===== src/rtl/brk_pkg.sv =====
package brk_pkg;
    localparam int NSLOT  = 4;
    localparam int DATA_W = 32;
    localparam int SEL_W  = 3;

    localparam logic [SEL_W-1:0] SEL_CTRL = 3'd4;
    localparam logic [SEL_W-1:0] SEL_STAT = 3'd5;

    typedef enum logic [1:0] {
        KIND_FETCH = 2'd0,
        KIND_READ  = 2'd1,
        KIND_WRITE = 2'd2,
        KIND_NONE  = 2'd3
    } acc_kind_e;

    typedef struct packed {
        logic [6:0]             rsvd;
        logic                   guard;
        logic [NSLOT-1:0]       glb;
        logic [NSLOT-1:0]       loc;
        logic [NSLOT-1:0][1:0]  lens;
        logic [NSLOT-1:0][1:0]  kinds;
    } ctrl_t;

    typedef struct packed {
        logic [25:0]            rsvd;
        logic                   trap_seen;
        logic                   step_seen;
        logic [NSLOT-1:0]       hit;
    } stat_t;
endpackage


===== src/rtl/brk_slot_cmp.sv =====
module brk_slot_cmp
    import brk_pkg::*;
#(
    parameter int ADDR_W = 32
) (
    input  logic [ADDR_W-1:0] bp_addr,
    input  logic [1:0]        kind_code,
    input  logic [1:0]        len_code,
    input  logic              acc_valid,
    input  logic [1:0]        acc_kind,
    input  logic [ADDR_W-1:0] acc_addr,
    input  logic [1:0]        acc_size,
    output logic              hit
);
    localparam int EW = ADDR_W + 1;

    logic          kind_ok, len_ok, size_ok;
    logic [EW-1:0] mask, span, lo, hi, alo, ahi;

    always_comb begin
        unique case (kind_code)
            2'b00:   kind_ok = (acc_kind == KIND_FETCH);
            2'b01:   kind_ok = (acc_kind == KIND_WRITE);
            2'b11:   kind_ok = (acc_kind == KIND_READ) || (acc_kind == KIND_WRITE);
            default: kind_ok = 1'b0;
        endcase

        len_ok = 1'b1;
        unique case (len_code)
            2'b00:   mask = EW'(0);
            2'b01:   mask = EW'(1);
            2'b11:   mask = EW'(3);
            default: begin mask = EW'(0); len_ok = 1'b0; end
        endcase

        size_ok = 1'b1;
        unique case (acc_size)
            2'd0:    span = EW'(0);
            2'd1:    span = EW'(1);
            2'd2:    span = EW'(3);
            default: begin span = EW'(0); size_ok = 1'b0; end
        endcase

        lo  = {1'b0, bp_addr} & ~mask;
        hi  = lo | mask;
        alo = {1'b0, acc_addr};
        ahi = alo + span;

        hit = acc_valid && kind_ok && len_ok && size_ok && (alo <= hi) && (ahi >= lo);
    end
endmodule


===== src/rtl/brk_reg_rd.sv =====
module brk_reg_rd
    import brk_pkg::*;
#(
    parameter int ADDR_W = 32
) (
    input  logic [SEL_W-1:0]             sel,
    input  logic                         blocked,
    input  logic [NSLOT-1:0][ADDR_W-1:0] addr,
    input  ctrl_t                        ctrl,
    input  stat_t                        stat,
    output logic [DATA_W-1:0]            rdata
);
    always_comb begin
        rdata = '0;
        if (!blocked) begin
            if (sel < SEL_W'(NSLOT))
                rdata = DATA_W'(addr[sel[1:0]]);
            else if (sel == SEL_CTRL)
                rdata = ctrl;
            else if (sel == SEL_STAT)
                rdata = stat;
        end
    end
endmodule


===== src/rtl/brk_match_unit.sv =====
module brk_match_unit
    import brk_pkg::*;
#(
    parameter int ADDR_W = 32
) (
    input  logic              clk,
    input  logic              rst_n,
    input  logic              acc_valid,
    input  logic [1:0]        acc_kind,
    input  logic [ADDR_W-1:0] acc_addr,
    input  logic [1:0]        acc_size,
    input  logic              reg_en,
    input  logic              reg_we,
    input  logic [2:0]        reg_sel,
    input  logic [31:0]       reg_wdata,
    output logic [31:0]       reg_rdata,
    input  logic              task_sw,
    input  logic              task_trap,
    input  logic              step_evt,
    output logic              dbg_exc
);
    typedef struct packed {
        logic [NSLOT-1:0][ADDR_W-1:0] addr;
        ctrl_t                        ctrl;
        stat_t                        stat;
        logic                         trap_pend;
        logic                         exc;
    } st_t;

    st_t              st_d, st_q;
    logic [NSLOT-1:0] raw_hit;
    logic             blocked, sw_wr, armed_hit, take;

    for (genvar n = 0; n < NSLOT; n++) begin : g_slot
        brk_slot_cmp #(.ADDR_W(ADDR_W)) u_cmp (
            .bp_addr   (st_q.addr[n]),
            .kind_code (st_q.ctrl.kinds[n]),
            .len_code  (st_q.ctrl.lens[n]),
            .acc_valid (acc_valid),
            .acc_kind  (acc_kind),
            .acc_addr  (acc_addr),
            .acc_size  (acc_size),
            .hit       (raw_hit[n])
        );
    end

    brk_reg_rd #(.ADDR_W(ADDR_W)) u_rd (
        .sel     (reg_sel),
        .blocked (blocked),
        .addr    (st_q.addr),
        .ctrl    (st_q.ctrl),
        .stat    (st_q.stat),
        .rdata   (reg_rdata)
    );

    always_comb begin
        st_d      = st_q;
        blocked   = reg_en && st_q.ctrl.guard;
        sw_wr     = reg_en && reg_we && !st_q.ctrl.guard;
        armed_hit = |(raw_hit & (st_q.ctrl.loc | st_q.ctrl.glb));
        take      = armed_hit || step_evt || blocked;

        // software write first; hardware effects below take priority
        if (sw_wr) begin
            if (reg_sel < 3'(NSLOT)) begin
                st_d.addr[reg_sel[1:0]] = reg_wdata[ADDR_W-1:0];
            end else if (reg_sel == SEL_CTRL) begin
                st_d.ctrl      = ctrl_t'(reg_wdata);
                st_d.ctrl.rsvd = '0;
            end else if (reg_sel == SEL_STAT) begin
                st_d.stat      = stat_t'(reg_wdata);
                st_d.stat.rsvd = '0;
            end
        end

        if (task_sw) begin
            st_d.ctrl.loc = '0;
            if (task_trap)
                st_d.trap_pend = 1'b1;
        end

        if (take) begin
            st_d.stat.hit       = st_d.stat.hit | raw_hit;
            st_d.stat.step_seen = st_d.stat.step_seen | step_evt;
            st_d.stat.trap_seen = st_d.stat.trap_seen | st_q.trap_pend;
            st_d.trap_pend      = task_sw && task_trap;
            st_d.ctrl.guard     = 1'b0;
        end

        st_d.exc = take;
    end

    always_ff @(posedge clk or negedge rst_n) begin
        if (!rst_n)
            st_q <= '0;
        else
            st_q <= st_d;
    end

    assign dbg_exc = st_q.exc;
endmodule


===== config.mk =====
export PLATFORM = sky130hd
export DESIGN_NAME = brk_match_unit
export DESIGN_NICKNAME = d
export VERILOG_FILES = /design/src/rtl/brk_pkg.sv /design/src/rtl/brk_slot_cmp.sv /design/src/rtl/brk_reg_rd.sv /design/src/rtl/brk_match_unit.sv
export SDC_FILE = /design/constraint.sdc
export NUM_CORES = 1
export LEC_CHECK = 0
export BUFFER_PORTS_ARGS = -buffer_cell sky130_fd_sc_hd__buf_2
export CORE_ASPECT_RATIO = 2
export CORE_MARGIN = 2
export CORE_UTILIZATION = 50
export CTS_CLUSTER_SIZE = 8
export DETAILED_ROUTE_END_ITERATION = 7
export PLACE_DENSITY = 0.77
export SLEW_MARGIN = 5
export SYNTH_ARGS = -nofsm -noshare
export SYNTH_HDL_FRONTEND = slang
export SYNTH_SLANG_ARGS = --single-unit

===== constraint.sdc =====
create_clock -name clk -period 5.15 [get_ports clk]
set_input_delay 0.2575 -clock clk [delete_from_list [all_inputs] [get_ports clk]]
set_output_delay 0.2575 -clock clk [all_outputs]
set_load 0.02 [all_outputs]

==> impl_results.rst <==
.. list-table::
   :header-rows: 1

   * - Metric
     - Value
   * - Initial cell density of the core
     - roughly half
   * - Max Cap Viol
     - 0
   * - Finished layout cell area
     - 0.01590 mm2
   * - Startpoint class of the critical path
     - input port
   * - Layout cells sized above 1
     - between 20% and 30%
   * - Post-Route Skew
     - between 0.008 and 0.009 ns
   * - Setup crit end kind
     - register
   * - Final setup violating endpoints
     - 0
   * - Average via count per standard cell
     - 6.470
   * - Final worst path period need
     - 4.341 ns
   * - Yosys reg bits
     - ~160
   * - Cells along the critical path
     - buf_2 -> inv_1 -> ha_1 -> inv_1 -> ha_1 -> a21oi_1 -> nor2_1 -> and4_1 -> and3_1 -> inv_1 -> nor2_1 -> nand4_1 -> xnor2_1 -> ha_1 -> nand3_1 -> nor4b_1 -> nand2_1 -> o31ai_1 -> a211o_2 -> o21ai_2 -> o221a_4 -> a41o_1
   * - Number of clock sinks
     - around 160
   * - Area of the core
     - 0.02808 mm2
   * - Worst min-delay path class
     - input port to register
   * - Via count of the first global-routing pass
     - around 13000
   * - Sequential fraction of the synthesis area
     - between 20% and 30%
   * - Final TNS setup
     - 0 ns
   * - Antenna violations before repair
     - 1
   * - Number of failing hold endpoints at the final stage
     - 0
   * - Number of DRC violations after detailed-routing iteration 0
     - 788
   * - RSZ-0062 raised after global routing
     - no
   * - Count of pins on the block boundary
     - roughly 110
   * - Final Total Pwr
     - 5.710 mW
   * - Detailed placement HPWL
     - 40.60 mm
   * - Average size of a mapped cell
     - between 9 and 10 um2
   * - RD Place Congestion
     - about 1.0
   * - CTS H-Tree Depth
     - 4
   * - Count of mapped cells out of synthesis
     - between 1000 and 1500
   * - Number of detailed-route iterations in the first pass
     - 8
   * - Critical Path RT
     - around 5.5 ns
   * - F_max
     - between 0.2 and 0.25 GHz
   * - Final layout net count
     - 1902
   * - Maximum number of pins on one net before global-route repair
     - 70
   * - Top cells by area in the synthesized netlist
     - sky130_fd_sc_hd__dfrtp_1 28%, sky130_fd_sc_hd__ha_1 23%, sky130_fd_sc_hd__mux2_2 9.8%
   * - Post-Syn Nets
     - between 1500 and 2000
   * - Total wirelength of the detailed-routed design
     - about 51 mm
   * - First-pass GRT wire length
     - between 70 and 80 mm
   * - GRT busiest layer
     - met2
   * - Top FF cell, synth
     - sky130_fd_sc_hd__dfrtp_1
   * - CP delay by family, top
     - simple AND/OR/NAND/NOR gates
   * - Relative area change from synthesis to final layout
     - 12.00%
   * - GR Layer Usage met2
     - between 60 and 70%
   * - Total number of placement rows
     - 87
   * - Clock Tree Buf Depth
     - 2
   * - Port Buffer Count
     - 111
   * - Non-filler cells in the finished layout
     - between 1500 and 2000
   * - Met1 capacity usage during global routing
     - a little under a third
   * - Global-route usage over all layers
     - about a third
   * - Count of different cell masters after synthesis
     - 74
   * - Crit share post-route
     - a little over four fifths
   * - Residual overflow from global routing
     - 0
   * - Slowest-stage cell, CP
     - sky130_fd_sc_hd__xnor2_1
   * - Wire length per cell
     - around 26 um
   * - Worst path arrival time
     - 4.69 ns
   * - GRT met3 Usage
     - 6.591%
   * - Horizontal extent of the die
     - 123.2 um
   * - Cell area power density
     - between 300 and 400 mW/mm2
   * - Cell Count Post-Placement
     - approximately 1900
   * - Cell area after synthesis
     - roughly 0.014 mm2
   * - Cell chosen for the clock root
     - sky130_fd_sc_hd__clkbuf_16
   * - Slew at the pin closest to its max-slew limit
     - 1.167 ns
   * - Instance area at placement
     - 0.01520 mm2
   * - Clock buffer count from CTS
     - 17
   * - TritonCTS clock tree
     - done
   * - Synthesis warning total
     - 0
   * - Number of nets still failing antenna checks after routing
     - 0
   * - Worst setup path category
     - input port to register
   * - Die Area
     - around 0.030 mm2
   * - Static Leakage
     - ~7.6 nW
   * - Number of flops mapped to enable cells by yosys
     - 0
   * - DRC violation count after routing
     - 0
   * - Biggest fanout along the worst timing path
     - 8
   * - Top library cells by usage in the layout, fill and taps aside
     - 262 x sky130_fd_sc_hd__ha_1, 161 x sky130_fd_sc_hd__dfrtp_1, 141 x sky130_fd_sc_hd__inv_1, 123 x sky130_fd_sc_hd__mux2_2, 111 x sky130_fd_sc_hd__nand2_1
   * - Clock slew at the register clock pins of the worst setup and hold paths
     - ~0.070 ns
   * - Synth top area share
     - around 28%
   * - Peak per-stage delay on the critical path
     - around 0.42 ns
   * - Worst skew pair latency
     - 0.47 ns
   * - Async set-reset flop share out of synthesis
     - between 90% and 100%
   * - Worst ir drop on vdd
     - 0.2776 mV
   * - Run status
     - finished clean
   * - Final max-slew violation count
     - 0
   * - Post-synth top area cell
     - sky130_fd_sc_hd__dfrtp_1
   * - Most frequent standard cell in the layout excluding fill and tap cells
     - sky130_fd_sc_hd__ha_1
   * - Number of vias after detailed routing
     - between 10000 and 15000
   * - Setup repair bufs after CTS
     - 0
   * - Die boundary height
     - between 200 and 250 um
   * - Slew margin rel.
     - between 20% and 30%
   * - Count of buffering cells on the critical path with inverters included
     - 4
-- kinds of logic (layout without fill, tap and decap cells) --
family | count (synthesis) | count (layout) | synth area share (%)
AO/OA/AOI/OAI | 308 | 308 | 14.12
adder cells (fa/ha/maj) | 263 | 263 | 23.23
multiplexers | 163 | 163 | 15.05
AND/OR/NAND/NOR | 344 | 344 | 12.48
other | 0 | 1 | 0
flip-flops | 161 | 161 | 28.37
buffers and inverters | 178 | 304 | 4.899
XOR/XNOR | 30 | 30 | 1.850
-- synth_stat cells, drive strengths merged (15+ instances only) --
cell type    n
ha         262
mux4        28
dfrtp      161
nand3       42
mux2       124
o21ai       80
a21oi      106
nor2        47
inv        141
nor3        17
nand4       48
a22o        15
nand2      111
xnor2       17
buf         22
a21o        20
-- per-stage QoR --
| stage | worst slack, ns | utilization, % | hold slack (ns) |
|---|---|---|---|
| after floorplan | 1.182 | - | -0.03809 |
| after global placement | 0.5135 | 54.14 | 0.1936 |
| after detailed placement | 0.4058 | 54.14 | 0.1963 |
| after CTS | 0.8631 | 56.62 | 0.01241 |
| after global routing | 0.5650 | 56.63 | 0.02467 |
| final | 0.8092 | 56.63 | 0.02297 |
-- state kept, by name, indices dropped and copies added (netlist names) --
register  count
dbg_exc       1
st_q        160
-- final cells by class --
type	instances	area, um2
clock inverter	10	192.7
tap	356	445.4
multi-input combinational	1108	9500
antenna	1	2.502
sequential	161	4029
timing repair buffer	130	706.9
clock buffer	22	494.2
fill	2515	12180
inverter	142	533.0
-- final timing paths --
check,cells past startpoint,end,from,slack [ns]
worst max register to register,10,st_q[1],st_q[42],2.01
worst max-delay path,22,st_q[1],acc_size[0],0.81
worst min-delay path,2,st_q[6],step_evt,0.02
max in group asynchronous,3,st_q[93],rst_n,3.64
worst min register to register,1,st_q[76],st_q[76],0.51
min in group asynchronous,2,st_q[107],rst_n,0.27
-- metal layers --
metal / vias up / routed length, um
li1: 5591 / -
met1: 6003 / 15970
met2: 585 / 25890
met3: 309 / 2603
met4: 0 / 6436
met5: - / 0
-- timing repair --
| item | in CTS | in global routing |
|---|---|---|
| hold buffers | 1 | 0 |
| endpoints found under the hold margin | 38 | 0 |
| resized for setup | 0 | 0 |
-- power breakdown --
group | switching [mW] | internal, mW | total [mW] | leakage [nW]
registers | 0.278 | 1.55 | 1.82 | 1.97
logic | 1.39 | 0.989 | 2.38 | 5.30
clock network | 0.571 | 0.932 | 1.50 | 0.334
total | 2.24 | 3.47 | 5.71 | 7.61
(Power assumes the default switching activity.)
